### config.mk
export PLATFORM = sky130hd
export DESIGN_NAME = slot_select_rx
export DESIGN_NICKNAME = d
export VERILOG_FILES = /design/src/rtl/slot_sel_pkg.sv /design/src/rtl/slot_sel_sync.sv /design/src/rtl/slot_sel_shift.sv /design/src/rtl/slot_sel_decode.sv /design/src/rtl/slot_select_rx.sv
export SDC_FILE = /design/constraint.sdc
export NUM_CORES = 1
export LEC_CHECK = 0
export ABC_AREA = 1
export BUFFER_PORTS_ARGS = -buffer_cell sky130_fd_sc_hd__buf_2
export CORE_UTILIZATION = 25
export CTS_BUF_LIST = sky130_fd_sc_hd__clkbuf_4
export DETAILED_ROUTE_END_ITERATION = 10
export PLACE_DENSITY = 0.52
export SLEW_MARGIN = 0
export SYNTH_ARGS = -nofsm -noshare
export SYNTH_HDL_FRONTEND = slang
export SYNTH_HIERARCHICAL = 1
export SYNTH_SLANG_ARGS = --single-unit
### constraint.sdc
create_clock -name sys_clk -period 1.9 [get_ports sys_clk]
set_clock_uncertainty 0.1 [all_clocks]
set_input_delay 0.19 -clock sys_clk [delete_from_list [all_inputs] [get_ports sys_clk]]
set_output_delay 0.19 -clock sys_clk [all_outputs]
set_load 0.01 [all_outputs]
### src/rtl/slot_sel_pkg.sv
package slot_sel_pkg;
    localparam int DEF_WORD_W = 16;
    localparam int DEF_SLOT_W = 4;
    localparam int DEF_CHAS_W = 8;
endpackage

### src/rtl/slot_sel_sync.sv
module slot_sel_sync #(
    parameter int             W       = 3,
    parameter logic [W-1:0]   RST_VAL = '0
) (
    input  logic         clk,
    input  logic         rst_n,
    input  logic [W-1:0] async_i,
    output logic [W-1:0] sync_o
);
    typedef struct packed {
        logic [W-1:0] meta;
        logic [W-1:0] stable;
    } sync_st_t;

    sync_st_t st_d, st_q;

    always_comb begin
        st_d        = st_q;
        st_d.meta   = async_i;
        st_d.stable = st_q.meta;
    end

    always_ff @(posedge clk or negedge rst_n) begin
        if (!rst_n) begin
            st_q.meta   <= RST_VAL;
            st_q.stable <= RST_VAL;
        end else begin
            st_q <= st_d;
        end
    end

    assign sync_o = st_q.stable;
endmodule

### src/rtl/slot_sel_shift.sv
module slot_sel_shift #(
    parameter int WORD_W = slot_sel_pkg::DEF_WORD_W
) (
    input  logic              clk,
    input  logic              rst_n,
    input  logic              frame_s,
    input  logic              sck_s,
    input  logic              sda_s,
    output logic [WORD_W-1:0] word_o,
    output logic              start_o,
    output logic              end_o,
    output logic              full_o
);
    localparam int CNT_W = $clog2(WORD_W + 2);
    localparam logic [CNT_W-1:0] CNT_FULL = CNT_W'(WORD_W);
    localparam logic [CNT_W-1:0] CNT_OVER = CNT_W'(WORD_W + 1);

    typedef struct packed {
        logic              frame_prev;
        logic              sck_prev;
        logic [WORD_W-1:0] word;
        logic [CNT_W-1:0]  cnt;
    } shift_st_t;

    shift_st_t st_d, st_q;
    logic      fall, rise, sck_rise;

    always_comb begin
        fall     = st_q.frame_prev & ~frame_s;
        rise     = ~st_q.frame_prev & frame_s;
        sck_rise = ~st_q.sck_prev & sck_s;

        st_d            = st_q;
        st_d.frame_prev = frame_s;
        st_d.sck_prev   = sck_s;
        if (fall) begin
            st_d.word = '0;
            st_d.cnt  = '0;
        end else if (!frame_s && sck_rise) begin
            st_d.word = {st_q.word[WORD_W-2:0], sda_s};
            if (st_q.cnt != CNT_OVER) begin
                st_d.cnt = st_q.cnt + 1'b1;
            end
        end
    end

    always_ff @(posedge clk or negedge rst_n) begin
        if (!rst_n) begin
            st_q.frame_prev <= 1'b1;
            st_q.sck_prev   <= 1'b1;
            st_q.word       <= '0;
            st_q.cnt        <= '0;
        end else begin
            st_q <= st_d;
        end
    end

    assign word_o  = st_q.word;
    assign start_o = fall;
    assign end_o   = rise;
    assign full_o  = (st_q.cnt == CNT_FULL);

    assert_cnt_bound_R8: assert property (@(posedge clk) disable iff (!rst_n)
        st_q.cnt <= CNT_OVER);
    assert_idle_shift_R9: assert property (@(posedge clk) disable iff (!rst_n)
        frame_s |=> $stable(st_q.word));
    assert_start_clear_R2: assert property (@(posedge clk) disable iff (!rst_n)
        start_o |=> (st_q.cnt == '0));
    assert_shift_msb_R3: assert property (@(posedge clk) disable iff (!rst_n)
        (!frame_s && !start_o && sck_rise) |=> (st_q.word[0] == $past(sda_s)));
endmodule

### src/rtl/slot_sel_decode.sv
module slot_sel_decode #(
    parameter int WORD_W = slot_sel_pkg::DEF_WORD_W,
    parameter int SLOT_W = slot_sel_pkg::DEF_SLOT_W,
    parameter int CHAS_W = slot_sel_pkg::DEF_CHAS_W
) (
    input  logic                          clk,
    input  logic                          rst_n,
    input  logic                          start_i,
    input  logic                          end_i,
    input  logic                          full_i,
    input  logic [WORD_W-1:0]             word_i,
    input  logic [CHAS_W-1:0]             chassis_i,
    output logic [(1 << SLOT_W) - 2:0]    sel_n_o
);
    localparam int SLOT_CNT = (1 << SLOT_W) - 1;
    localparam int FIELD_W  = SLOT_W + CHAS_W;

    typedef struct packed {
        logic [SLOT_CNT-1:0] sel;
    } dec_st_t;

    dec_st_t             st_d, st_q;
    logic [SLOT_W-1:0]   slot_num;
    logic [CHAS_W-1:0]   chas_num;
    logic [SLOT_CNT-1:0] onehot;
    logic                hit;

    assign slot_num = word_i[SLOT_W-1:0];
    assign chas_num = word_i[SLOT_W +: CHAS_W];

    for (genvar g = 0; g < SLOT_CNT; g++) begin : g_dec
        assign onehot[g] = (slot_num == SLOT_W'(g + 1));
    end

    if (WORD_W > FIELD_W) begin : g_spare
        logic unused_spare;
        assign unused_spare = ^word_i[WORD_W-1:FIELD_W];
    end

    always_comb begin
        hit  = full_i && (chas_num == chassis_i) && (slot_num != '0);
        st_d = st_q;
        if (start_i) begin
            st_d.sel = '0;
        end else if (end_i) begin
            st_d.sel = hit ? onehot : '0;
        end
    end

    always_ff @(posedge clk or negedge rst_n) begin
        if (!rst_n) begin
            st_q.sel <= '0;
        end else begin
            st_q <= st_d;
        end
    end

    assign sel_n_o = ~st_q.sel;

    assert_onehot_R10: assert property (@(posedge clk) disable iff (!rst_n)
        $onehot0(st_q.sel));
    assert_release_R2: assert property (@(posedge clk) disable iff (!rst_n)
        start_i |=> (st_q.sel == '0));
    assert_mismatch_R5: assert property (@(posedge clk) disable iff (!rst_n)
        (end_i && (chas_num != chassis_i)) |=> (st_q.sel == '0));
    assert_slot_zero_R6: assert property (@(posedge clk) disable iff (!rst_n)
        (end_i && (slot_num == '0)) |=> (st_q.sel == '0));
    assert_bad_len_R8: assert property (@(posedge clk) disable iff (!rst_n)
        (end_i && !full_i) |=> (st_q.sel == '0));
    assert_hold_R11: assert property (@(posedge clk) disable iff (!rst_n)
        (!start_i && !end_i) |=> $stable(st_q.sel));
endmodule

### src/rtl/slot_select_rx.sv
module slot_select_rx #(
    parameter int WORD_W = slot_sel_pkg::DEF_WORD_W,
    parameter int SLOT_W = slot_sel_pkg::DEF_SLOT_W,
    parameter int CHAS_W = slot_sel_pkg::DEF_CHAS_W
) (
    input  logic                       sys_clk,
    input  logic                       rst_n,
    input  logic [CHAS_W-1:0]          chassis_addr,
    input  logic                       frame_n,
    input  logic                       ser_clk,
    input  logic                       ser_data,
    output logic [(1 << SLOT_W) - 2:0] slot_sel_n
);
    logic [2:0]        lines_s;
    logic [WORD_W-1:0] word;
    logic              start, stop, full;

    slot_sel_sync #(.W(3), .RST_VAL(3'b110)) u_sync (
        .clk     (sys_clk),
        .rst_n   (rst_n),
        .async_i ({frame_n, ser_clk, ser_data}),
        .sync_o  (lines_s)
    );

    slot_sel_shift #(.WORD_W(WORD_W)) u_shift (
        .clk     (sys_clk),
        .rst_n   (rst_n),
        .frame_s (lines_s[2]),
        .sck_s   (lines_s[1]),
        .sda_s   (lines_s[0]),
        .word_o  (word),
        .start_o (start),
        .end_o   (stop),
        .full_o  (full)
    );

    slot_sel_decode #(.WORD_W(WORD_W), .SLOT_W(SLOT_W), .CHAS_W(CHAS_W)) u_decode (
        .clk       (sys_clk),
        .rst_n     (rst_n),
        .start_i   (start),
        .end_i     (stop),
        .full_i    (full),
        .word_i    (word),
        .chassis_i (chassis_addr),
        .sel_n_o   (slot_sel_n)
    );
endmodule

==> run metrics <==
status finished clean; placed insts 389; Ports 28; multi-input logic area 877 µm²; Peak VDD IR 0.311 mV; port bufs 27; Crit path required time 2.08 ns; chip height 96.4 µm; Power Density 639 nW/µm²; CTS tree built; period utilisation layout 0.912; FF/Latch Area 1010 µm²; drt via density 4.16; die area 9300 µm²; met2 GRT Util 0.166; worst hold endpoint u_decode/st_q[2]$_DFFE_PN0P_; area added between synthesis and finish 11.7%; R2R depth 8; clk slew on worst S/H paths 0.14 ns; die width 96.4 µm; max-slew violations 0; initial antenna violation count 0; post-synthesis cell area 2230 µm²; routability cong. 0.784; nets 308; n_diodes 0; Post-DRT Antenna Nets 0; most used routing layer met2; Hold Path Cell Cnt 6; Synth Warn # 6; MaxCap Viol Count 0; first-pass GRT wire length 7390 µm; Global Route met3 Usage 0.0266; critical path arrival 1.91 ns; Num CTS Buffers 5; gr usage total 0.103; RSZ-0062 raised after global routing true; crit path max fanout 5; Final Total Pwr 1590 µW; Tmin final 1.73 ns; Global Route met1 Usage 0.132; Reg2Reg Launch Point u_sync/sync_o[2]$_DFF_PN1_; Tightest Pin Transition 0.577 ns; worst r2r dst u_decode/st_q[9]$_DFFE_PN0P_; Peak Freq 577 MHz; via count 1667; Fin. Hold Viols 0; pre-CTS setup slack 0.0652 ns; Lkg Pwr 0.00118 µW; root buffer cell clkbuf_4; Mean Syn Cell Area 8.23 µm²; drt drc 0; drt total wl 4120 µm; net count after synthesis 287; drt first pass iters 4; Setup violations, final 0; drt first-iter violations 80; Site Rows 34; R2R Setup Slk 0.17 ns; CP startpoint kind register; Min-Delay Path Class input pin to register; Hold Path Origin chassis_addr[4]; Final Non-Filler Cells 401; WL/cell 10.3 µm; Worst slew margin 0.615; number of global-route vias before repair 1638; hpwl dp 3000 µm; crit path kind register to register; Max Root-Sink Buffers 2; number of fill cells in the layout 960; Cells after Synth 271; Worst Setup End Kind register; starting density of the core 0.257; layout cells sized above 1 0.235; GRT overflow 0; Worst-Skew Late Latency 0.36 ns; H-Tree Depth 2; largest net degree at the start of global routing 41; core footprint 8680 µm²; final worst-path setup slack 0.168 ns; clk sink count 40
## worst max-delay path by stage
stage / from / endpoint / slack [ns] / cells past startpoint
6_report: u_sync/sync_o[2]$_DFF_PN1_ / u_decode/st_q[9]$_DFFE_PN0P_ / 0.17 / 8
5_1_grt: u_sync/sync_o[2]$_DFF_PN1_ / u_decode/st_q[14]$_DFFE_PN0P_ / -0.01 / 8
4_1_cts: u_sync/sync_o[2]$_DFF_PN1_ / u_decode/st_q[9]$_DFFE_PN0P_ / 0.05 / 4
3_5_place_dp: u_sync/sync_o[2]$_DFF_PN1_ / u_decode/st_q[10]$_DFFE_PN0P_ / 0.07 / 4
3_3_place_gp: u_sync/sync_o[2]$_DFF_PN1_ / u_decode/st_q[9]$_DFFE_PN0P_ / 0.11 / 4
2_1_floorplan: u_sync/sync_o[2]$_DFF_PN1_ / u_decode/st_q[10]$_DFFE_PN0P_ / 0.33 / 8
## cell usage in the layout, fill, tap and decap left out
master / count
buf_4: 1
o21ai_1: 6
nand2_1: 65
inv_1: 46
ha_1: 3
nor2_2: 4
nand4_1: 2
dfrtp_1: 34
or2_2: 2
inv_4: 1
buf_12: 1
clkinvlp_4: 1
clkinv_2: 1
nand3_2: 10
nor2_8: 2
o31ai_1: 6
xor2_1: 1
dfstp_2: 6
dlygate4sd3_1: 4
nand3b_4: 1
nor2_4: 1
nand2_2: 3
clkbuf_4: 5
bufinv_16: 1
nor3_1: 4
buf_2: 27
inv_2: 2
nand3_1: 26
nor2_1: 23
xnor2_1: 4
## flip-flops by register name (all words and copies together), names as in the netlist
register / cells
u_decode/st_q: 15
u_shift/word_o: 12
u_shift/st_q: 7
u_sync/st_d: 3
u_sync/sync_o: 3
## area by class of cell
| class | instances | area share |
|---|---|---|
| timing repair buffer | 33 | 0.0814 |
| sequential | 40 | 0.405 |
| inverter | 49 | 0.0749 |
| clock buffer | 5 | 0.0151 |
| tap | 108 | 0.0543 |
| clock inverter | 3 | 0.0171 |
| multi-input combinational | 163 | 0.352 |
## metrics by stage
step | util | hold slack [ns] | TNS [ns] | instance area, µm²
after floorplan | - | -0.206 | 0 | 2230
after global placement | 0.272 | 0.184 | 0 | 2360
after detailed placement | 0.272 | 0.194 | 0 | 2360
after CTS | 0.286 | 0.202 | 0 | 2480
after global routing | 0.287 | 0.215 | -0.0139 | 2490
final | 0.287 | 0.215 | 0 | 2490
## per-layer routing
| layer | routed length [µm] | up-vias |
|---|---|---|
| li1 | - | 863 |
| met1 | 2070 | 769 |
| met2 | 1820 | 30 |
| met3 | 186 | 5 |
| met4 | 53 | 0 |
| met5 | 0 | - |
## power breakdown
group	total, µW	switching, µW	internal [µW]
registers	892	18.2	874
clock network	561	286	275
logic	138	91.1	46.7
## timing repair
action | 4_1_cts | 5_1_grt
setup endpoints to repair | 0 | 15
hold endpoints to repair | 37 | 0
setup buffers | 0 | 0
gates resized for setup | 0 | 2
hold buffers | 4 | 0
## critical path, stage by stage, from the launching register on
cell and delay [ns]:
dfstp_2 0.62, inv_2 0.08, nor2_1 0.15, inv_1 0.07, nor2_2 0.17, nand3_1 0.17
nor2_1 0.16, nand3_2 0.08, nand2_1 0.07
Note: power is estimated with default switching activity, not from simulation.
